### src/rtl/pc_pkg.sv
// Package pc_pkg
// Shared types for the adaptive page-close policy block: the kind of move an
// outcome report asks of the mistake count, and the two policy algorithms.
// Assumes the outcome report carries a hit flag and a was-left-open flag.
package pc_pkg;

    typedef enum logic [1:0] {
        EV_NONE = 2'd0,
        EV_UP   = 2'd1,
        EV_DOWN = 2'd2
    } ev_e;

    typedef enum logic {
        ALG_KEEP  = 1'b0,
        ALG_CLOSE = 1'b1
    } alg_e;

    // Map an outcome report to a count move; correct guesses move nothing.
    function automatic ev_e classify(input logic hit, input logic was_open);
        if (was_open && !hit) begin
            return EV_UP;
        end
        if (!was_open && hit) begin
            return EV_DOWN;
        end
        return EV_NONE;
    endfunction

endpackage

### src/rtl/pc_rate_gate.sv
// Module pc_rate_gate
// Lets at most one outcome report through per configured interval. After a
// report is taken, a countdown blocks further reports for interval-1 cycles;
// reports arriving meanwhile are dropped. Interval 0 is treated as 1.
// Assumes the interval setting is static while traffic flows.
module pc_rate_gate #(
    parameter int IVL_W = 8
) (
    input  logic             clk,
    input  logic             rst_n,
    input  logic             en,
    input  logic             req,
    input  logic [IVL_W-1:0] ivl,
    output logic             take
);

    logic [IVL_W-1:0] wait_q;

    // A report is taken when enabled and no blocking window is active.
    always_comb begin
        take = en && req && (wait_q == '0);
    end

    // Load the blocking window on a take, otherwise count it down.
    always_ff @(posedge clk) begin
        if (!rst_n) begin
            wait_q <= '0;
        end else if (take) begin
            wait_q <= (ivl == '0) ? '0 : ivl - 1'b1;
        end else if (wait_q != '0) begin
            wait_q <= wait_q - 1'b1;
        end
    end

endmodule

### src/rtl/pc_mistake_track.sv
// Module pc_mistake_track
// Saturating mistake count plus the hysteresis selector. Raises switch to
// the aggressive-close algorithm once the result exceeds the high threshold;
// lowerings switch back once the result drops below the low threshold.
// While disabled the count is reloaded from the initial value and the
// keep-open algorithm is forced. Assumes thresholds are static during use.
module pc_mistake_track
    import pc_pkg::*;
#(
    parameter int CNT_W = 4
) (
    input  logic             clk,
    input  logic             rst_n,
    input  logic             en,
    input  logic             take,
    input  ev_e              ev,
    input  logic [CNT_W-1:0] hi_thr,
    input  logic [CNT_W-1:0] lo_thr,
    input  logic [CNT_W-1:0] init_cnt,
    output logic [CNT_W-1:0] cnt,
    output alg_e             alg
);

    localparam logic [CNT_W-1:0] CNT_MAX = {CNT_W{1'b1}};
    localparam logic [CNT_W-1:0] CNT_MIN = '0;

    logic [CNT_W-1:0] cnt_q, cnt_d;
    alg_e             alg_q, alg_d;

    // Next count and selection for an accepted report.
    always_comb begin
        cnt_d = cnt_q;
        alg_d = alg_q;
        if (take) begin
            case (ev)
                EV_UP: begin
                    if (cnt_q != CNT_MAX) begin
                        cnt_d = cnt_q + 1'b1;
                    end
                    if (cnt_d > hi_thr) begin
                        alg_d = ALG_CLOSE;
                    end
                end
                EV_DOWN: begin
                    if (cnt_q != CNT_MIN) begin
                        cnt_d = cnt_q - 1'b1;
                    end
                    if (cnt_d < lo_thr) begin
                        alg_d = ALG_KEEP;
                    end
                end
                default: begin
                    cnt_d = cnt_q;
                end
            endcase
        end
    end

    // Register the count and selection; disable restarts learning.
    always_ff @(posedge clk) begin
        if (!rst_n || !en) begin
            cnt_q <= init_cnt;
            alg_q <= ALG_KEEP;
        end else begin
            cnt_q <= cnt_d;
            alg_q <= alg_d;
        end
    end

    assign cnt = cnt_q;
    assign alg = alg_q;

endmodule

### src/rtl/pc_open_timer.sv
// Module pc_open_timer
// Open-row lifetime timer. Under keep-open, opening a row or touching the
// open row while its timer runs loads the full timeout; expiry raises a
// one-cycle close request. Under aggressive-close each access requests a
// close in the next cycle and cancels the timer. Timeout 0 is treated as 1.
// Assumes at most one access per cycle.
module pc_open_timer #(
    parameter int TMR_W = 8
) (
    input  logic             clk,
    input  logic             rst_n,
    input  logic             acc_valid,
    input  logic             same_row,
    input  logic             close_mode,
    input  logic [TMR_W-1:0] timeout,
    output logic             close_req
);

    localparam logic [TMR_W-1:0] TMR_ONE = TMR_W'(1);

    logic [TMR_W-1:0] tmr_q;
    logic [TMR_W-1:0] load_val;
    logic             running;
    logic             keep_load;
    logic             close_q;

    // Decide whether this access (re)starts the lifetime.
    always_comb begin
        running   = (tmr_q != '0);
        load_val  = (timeout == '0) ? TMR_ONE : timeout;
        keep_load = acc_valid && !close_mode && (!same_row || running);
    end

    // Timer countdown and registered close request.
    always_ff @(posedge clk) begin
        if (!rst_n) begin
            tmr_q   <= '0;
            close_q <= 1'b0;
        end else if (acc_valid && close_mode) begin
            tmr_q   <= '0;
            close_q <= 1'b1;
        end else if (keep_load) begin
            tmr_q   <= load_val;
            close_q <= 1'b0;
        end else if (tmr_q == TMR_ONE) begin
            tmr_q   <= '0;
            close_q <= 1'b1;
        end else begin
            if (running) begin
                tmr_q <= tmr_q - 1'b1;
            end
            close_q <= 1'b0;
        end
    end

    assign close_req = close_q;

endmodule

### src/rtl/pc_page_policy.sv
// Module pc_page_policy
// Top of the adaptive page-close policy block. Outcome reports pass a rate
// gate into the mistake tracker, whose selection drives the open-row timer
// and the policy output. Assumes configuration inputs change only while
// idle or in reset; the policy output drops at once when disabled.
module pc_page_policy
    import pc_pkg::*;
#(
    parameter int CNT_W = 4,
    parameter int TMR_W = 8,
    parameter int IVL_W = 8
) (
    input  logic             clk,
    input  logic             rst_n,
    input  logic             cfg_enable,
    input  logic [CNT_W-1:0] cfg_hi_thr,
    input  logic [CNT_W-1:0] cfg_lo_thr,
    input  logic [CNT_W-1:0] cfg_init_cnt,
    input  logic [TMR_W-1:0] cfg_timeout,
    input  logic [IVL_W-1:0] cfg_interval,
    input  logic             ev_valid,
    input  logic             ev_hit,
    input  logic             ev_was_open,
    input  logic             acc_valid,
    input  logic             acc_same_row,
    output logic             policy_close,
    output logic             close_req
);

    ev_e              ev_kind;
    logic             upd_take;
    logic [CNT_W-1:0] mist_cnt;
    alg_e             alg_sel;

    // Classify the incoming outcome report.
    always_comb begin
        ev_kind = classify(ev_hit, ev_was_open);
    end

    pc_rate_gate #(
        .IVL_W (IVL_W)
    ) u_gate (
        .clk   (clk),
        .rst_n (rst_n),
        .en    (cfg_enable),
        .req   (ev_valid),
        .ivl   (cfg_interval),
        .take  (upd_take)
    );

    pc_mistake_track #(
        .CNT_W (CNT_W)
    ) u_track (
        .clk      (clk),
        .rst_n    (rst_n),
        .en       (cfg_enable),
        .take     (upd_take),
        .ev       (ev_kind),
        .hi_thr   (cfg_hi_thr),
        .lo_thr   (cfg_lo_thr),
        .init_cnt (cfg_init_cnt),
        .cnt      (mist_cnt),
        .alg      (alg_sel)
    );

    // Policy output: aggressive-close only while the feature is enabled.
    always_comb begin
        policy_close = cfg_enable && (alg_sel == ALG_CLOSE);
    end

    pc_open_timer #(
        .TMR_W (TMR_W)
    ) u_timer (
        .clk        (clk),
        .rst_n      (rst_n),
        .acc_valid  (acc_valid),
        .same_row   (acc_same_row),
        .close_mode (policy_close),
        .timeout    (cfg_timeout),
        .close_req  (close_req)
    );

endmodule

### config.mk
export PLATFORM = sky130hd
export DESIGN_NAME = pc_page_policy
export DESIGN_NICKNAME = d
export VERILOG_FILES = /design/src/rtl/pc_pkg.sv /design/src/rtl/pc_rate_gate.sv /design/src/rtl/pc_mistake_track.sv /design/src/rtl/pc_open_timer.sv /design/src/rtl/pc_page_policy.sv
export SDC_FILE = /design/constraint.sdc
export NUM_CORES = 1
export LEC_CHECK = 0
export BUFFER_PORTS_ARGS = -buffer_cell sky130_fd_sc_hd__buf_2
export CORE_MARGIN = 2
export CORE_UTILIZATION = 55
export CTS_CLUSTER_DIAMETER = 120
export CTS_CLUSTER_SIZE = 25
export DETAILED_ROUTE_END_ITERATION = 10
export GPL_TIMING_DRIVEN = 1
export PLACE_DENSITY = 0.87
export SLEW_MARGIN = 20
export SYNTH_ARGS = -nofsm -noshare
export SYNTH_HDL_FRONTEND = slang
export SYNTH_SLANG_ARGS = --single-unit
export TNS_END_PERCENT = 10
### constraint.sdc
create_clock -name clk -period 2.8 [get_ports clk]
set_input_delay 0.28 -clock clk [delete_from_list [all_inputs] [get_ports clk]]
set_output_delay 0.28 -clock clk [all_outputs]
set_load 0.02 [all_outputs]
**Word-level counts from Yosys, hierarchy flattened**

Cells that the tools add are included.

- Add/subtract/negate cells: 5
- Order comparisons: 2
- Equality and inequality tests: 6
- Mux-type cells: 29
- Bitwise logic cells: 1
- Reductions and logical operators: 30

Operator list:

| operator | count |
|---|---|
| 2-to-1 mux 8 bit | 7 |
| 2-to-1 mux 4 bit | 8 |
| zero test 8 bit | 3 |
| subtractor 8 x 1 -> 8 bit (second input constant) | 3 |
| nonzero test 8 bit | 2 |
| equality test 8 x 1 -> 1 bit (second input constant) | 1 |
| logical AND 1 bit | 8 |
| 2-to-1 mux 1 bit | 8 |
| 2-to-1 mux 2 bit | 4 |
| case mux 4 bit (2 select lines) | 1 |
| zero test 1 bit | 6 |
| nonzero test 2 bit | 3 |
| nonzero test 3 bit | 2 |
| adder 4 x 1 -> 4 bit (second input constant) | 1 |
| > comparator 4 bit | 1 |
| less-than comparator 4 bit | 1 |
| inequality test 2 x 1 -> 1 bit (second input constant) | 2 |
| inequality test 4 bit (second input constant) | 1 |
| AND reduction 4 bit | 1 |
| nonzero test 4 bit | 1 |
| subtractor 4 x 1 -> 4 bit (second input constant) | 1 |
| equality test 2 x 1 -> 1 bit (second input constant) | 1 |
| equality test 2 bit (second input constant) | 1 |
| logical OR 1 bit | 2 |
| other kinds (4) | 4 |

- Bits in registers: 22
- Input port bits: 36
- Output and inout port bits: 2
- Logic and storage cells: 78

**Depth between registers and ports, before layout**

- Word-level depth: 12
- Gate-level depth with buffers: 10
- Depth with buffers taken out: 9

**By module**

A second synthesis with hierarchy kept.

- Cells, all modules: 234
- Area, all modules: 1926.8 um^2

Modules (own cells, without submodules):

| module | instances | cells each | area each (um^2) | sequential area each (um^2) |
|---|---|---|---|---|
| pc_mistake_track | 1 | 80 | 655.6 | 140.1 |
| pc_rate_gate | 1 | 80 | 648.1 | 160.2 |
| pc_open_timer | 1 | 71 | 601.8 | 180.2 |
| pc_page_policy | 1 | 3 | 21.3 | 0.0 |

**Worst setup path before layout**

Ideal clock, no wire load.

- Path kind: register to register
- From: register u_track.cnt_q[0] (netlist: u_track.cnt[0])
- To: register u_track.alg_q (netlist: u_track.alg)
- Library setup time: 120 ps
- Arrival: 2440 ps
- Required time: 2680 ps
- Setup slack: 240 ps
- Stages on the path, launching flop included: 10
- Path buffers: 1
- Clock period less this slack: 2560 ps
- Path through: edfxtp_1 clkbuf_1 inv_1 ha_1 mux2_2 ha_1 or4b_2 o22ai_1 nor4b_1 a211o_1

- Longest elaborated chain between the ends: 7
- Elaborated cells on any way between the ends: 15
- Those cells by class: add/sub (2); order compare (2); eq/ne (3); mux (6); reduce/logical (2)

Ends and longest elaborated chain:

| item | RTL line | source |
|---|---|---|
| start, declared | pc_mistake_track.sv:27 | `logic [CNT_W-1:0] cnt_q, cnt_d;` |
| start signal, assigned | pc_mistake_track.sv:62 | `cnt_q <= init_cnt;` |
| start signal, assigned | pc_mistake_track.sv:65 | `cnt_q <= cnt_d;` |
| subtractor 4 x 1 -> 4 bit, or another cell as far along | pc_mistake_track.sv:46 | `cnt_d = cnt_q - 1'b1;` |
| 2-to-1 mux 4 bit, on equally long branches | pc_mistake_track.sv:45, pc_mistake_track.sv:37 |  |
| 2-to-1 mux 4 bit | pc_mistake_track.sv:35 | `case (ev)` |
| 2-to-1 mux 4 bit | pc_mistake_track.sv:34 | `if (take) begin` |
| less-than comparator 4 bit / > comparator 4 bit (equally long branches) | pc_mistake_track.sv:48, pc_mistake_track.sv:40 |  |
| inequality test 2 x 1 -> 1 bit (no source line) | -- |  |
| AND reduction 4 bit (no source line) (*) | -- |  |
| end signal, assigned | pc_mistake_track.sv:66 | `alg_q <= alg_d;` |
| end, declared | pc_mistake_track.sv:28 | `alg_e alg_q, alg_d;` |

Every way passes the cells marked *; elsewhere a longest branch is shown, timed or not. The select of a mux whose other input is x is not followed.
A chain may end at the register's enable or synchronous reset.

**Worst setup path after layout**

- From: register u_track.cnt_q[1] (netlist: u_track.cnt[1])
- To: register u_track.alg_q (netlist: u_track.alg)

Same word-level chain as after synthesis.

==> impl_metrics.yaml <==
cells_and_area:
  drive_above_1_share_pct: 21.03
  num_antenna_cells: 0
  nFillCells: 283
  final_nets: 323
  area_growth_pct: 17.11
  fin_cells: 317
worst_setup_path:
  reg2reg_from: "u_track.cnt[1]"
  cp.arrival_ps: 2890
  cp-start-kind: "register"
  critical_path_peak_fanout: 6
  crit_start: "u_track.cnt[1]"
  worstPathRequired_ps: 3010
  crit_end: "u_track.alg"
  reg2regPathDepth: 8
  timing.rr.end: "u_track.alg"
  critPathKind: "reg2reg"
  end_kind: "register"
  reg2reg_slack_ps: 120
hold_path:
  hp-class: "in2reg"
  whs_path_depth: 3
floorplanning:
  rows: 21
  die_y_microns: 62.01
  core_sq_um: 3284
  boundaryPins: 38
  die_area_sq_um: 3845
  die_x_microns: 62.01
  initial_core_util_pct: 56.34
timing:
  finalCriticalPeriod_ps: 2680
  min_period_over_period_pct: 95.70
  slew_headroom_pct: 50.44
  finalSetupViolations: 0
  hold_viol_final: 0
  slew_viol_final: 0
  fin_skew_ps: 4.369
  holdWs_ps: 222.0
  worst_pin_slew_ps: 733.7
  max_freq_mhz: 373.2
logic_synthesis:
  synth-seq-cells: 22
  yosysSeqAreaShare_pct: 25.96
  synth.cell_area_sq_um: 1851
  async_flop_share_pct: 0
  synth_nets: 282
  synth_cell_types: 50
  ys_warn_count: 0
  synth_edf_count: 4
  syn_inst: 231
  syn_area_per_cell_sq_um: 8.011
  synth_ff_type: "dfxtp_1"
route:
  ant_nets: 0
  post-route-drc-count: 0
  wl_mm: 4.156
  num_vias: 1841
  first_pass_iters: 4
  drtIter0Drc: 92
  viasPerCell: 5.808
  wl_per_cell_microns: 13.11
clocking:
  ctsHoldBuffers: 0
  htree_levels: 1
  cts_sinks: 22
  cts_resized: 0
  clk_latency_ps: 310
  cts_setup_buffers: 0
  clk_transition_reported_paths_ps: 120
  cts_tree: "built"
  cts-root-buf: "clkbuf_4"
  numCtsBuffers: 3
  clockBufferDepth: 2
power:
  power.switching_mw: 0.5635
  pwr-share-seq_pct: 33.3
  swShare_pct: 38.90
  p_per_area_nw_per_um2: 668.5
  p_int_mw: 0.8851
  combPwrFrac_pct: 50.2
  peakVddDrop_mv: 0.3333
  p_leak_nw: 0.9715
  power_frac_clock_pct: 16.6
grt:
  gr-total-overflow: 0
  grt_max_degree: 14
  grt_pass1_vias: 1634
  grt.total_usage_pct: 22.88
  antenna_found_initial: 0
  grt_pass1_wl_mm: 6.665
outcome:
  status: "finished clean"
placed_design:
  portBuffers: 37
  globalplace.congestion: 0.8969
  placed_cells: 312
  hpwlAfterDp_mm: 3.388
run:
  maxCapViolCount: 0
power by group through the flow:
stage                     clock network [mW]  logic, mW  registers, mW
after floorplan                            0      0.565          0.464
after global placement                     0      0.697          0.480
after detailed placement                   0      0.714          0.485
after CTS                              0.245      0.720          0.479
after global routing                   0.259      0.820          0.492
final                                  0.240      0.727          0.482
per-stage QoR:
| step | TNS [ps] | power, mW | setup WS, ps | util [%] | area [sq um] |
|---|---|---|---|---|---|
| 5_1_grt | -6.641 | 1.571 | -6.641 | 65.98 | 2167 |
| 2_1_floorplan | 0 | 1.029 | 239.8 | - | 1851 |
| 4_1_cts | 0 | 1.445 | 150.8 | 65.75 | 2160 |
| 3_3_place_gp | 0 | 1.177 | 235.3 | 64.15 | 2107 |
| 6_report | 0 | 1.449 | 120.4 | 65.98 | 2167 |
| 3_5_place_dp | 0 | 1.198 | 160.3 | 64.15 | 2107 |
flip-flops by register name (all words and copies together) (netlist names):
| signal | count |
|---|---|
| u_gate.wait_q | 8 |
| u_timer.close_req | 1 |
| u_timer.tmr_q | 8 |
| u_track.alg | 1 |
| u_track.cnt | 4 |
routing by layer:
| metal | wire, microns | global-route usage, % | vias up |
|---|---|---|---|
| met1 | 1828 | 28.52 | 839 |
| met5 | 0 | 0 | - |
| li1 | - | - | 949 |
| met3 | 185 | 2.484 | 6 |
| met4 | 46 | 6.991 | 0 |
| met2 | 2095 | 41.07 | 47 |
cells in the mapped netlist, types with 6 or more instances:
library cell	count	area (sq um)
dfxtp_1	18	360.4
inv_1	18	67.56
nand2_1	16	60.06
nor2_1	16	60.06
ha_1	15	187.7
a21oi_1	13	65.06
o21ai_0	10	50.05
nand3_1	9	45.04
nor3_1	8	40.04
clkbuf_1	7	26.28
xnor2_1	7	61.31
mux2i_1	6	60.06
nor4_1	6	37.54
o21a_1	6	45.04
layout make-up:
class / instances / area (sq um) / area share [%]
multi-input cells: 183 / 1271 / 58.66
flip-flops and latches: 22 / 480.5 / 22.17
repair buffers: 44 / 237.7 / 10.97
inverters: 18 / 67.56 / 3.118
well taps: 46 / 57.56 / 2.656
clock inverters: 1 / 30.03 / 1.386
clock buffers: 3 / 22.52 / 1.039
cells by family after synthesis:
| logic type | Yosys count | synth area share, % |
|---|---|---|
| muxes | 9 | 5.071 |
| and+or+nand+nor | 89 | 26.78 |
| adders and majority gates | 15 | 10.14 |
| AOI/OAI and AO/OA | 61 | 22.45 |
| buffers and inverters | 26 | 5.341 |
| xor gates and xnor gates | 9 | 4.260 |
| DFF | 22 | 25.96 |
critical path: stages (launching register included):
cell and delay (ps):
edfxtp_1 480, ha_1 270, nand3_1 140, mux2_2 360, ha_1 180, or4b_2 660
o22ai_1 190, nor4b_1 80, a211o_1 220
cells in the final DEF, fill, tap and decap left out, types with 4 or more instances in the layout:
cell,netlist,layout
buf_2,1,37
inv_1,18,18
dfxtp_1,18,18
nor2_1,16,16
nand2_1,16,16
ha_1,15,15
a21oi_1,13,13
o21ai_0,10,10
nand3_1,9,9
nor3_1,8,8
xnor2_1,7,7
buf_4,0,7
mux2i_1,6,6
nor4_1,6,6
o21a_1,6,6
or4_1,5,5
or3_1,5,5
a211oi_1,5,5
nor3b_1,4,4
and2_1,4,4
o211ai_1,4,4
edfxtp_1,4,4
how the worst min path moves through the flow:
stage | start | end
finish | cfg_timeout[6] | u_timer.tmr_q[6]
global route | cfg_timeout[4] | u_timer.tmr_q[4]
CTS | cfg_timeout[6] | u_timer.tmr_q[6]
detailed placement | u_timer.tmr_q[5] | u_timer.tmr_q[5]
global placement | u_timer.tmr_q[5] | u_timer.tmr_q[5]
floorplan | cfg_timeout[2] | u_timer.tmr_q[2]
Power figures use the tool's default switching activity.
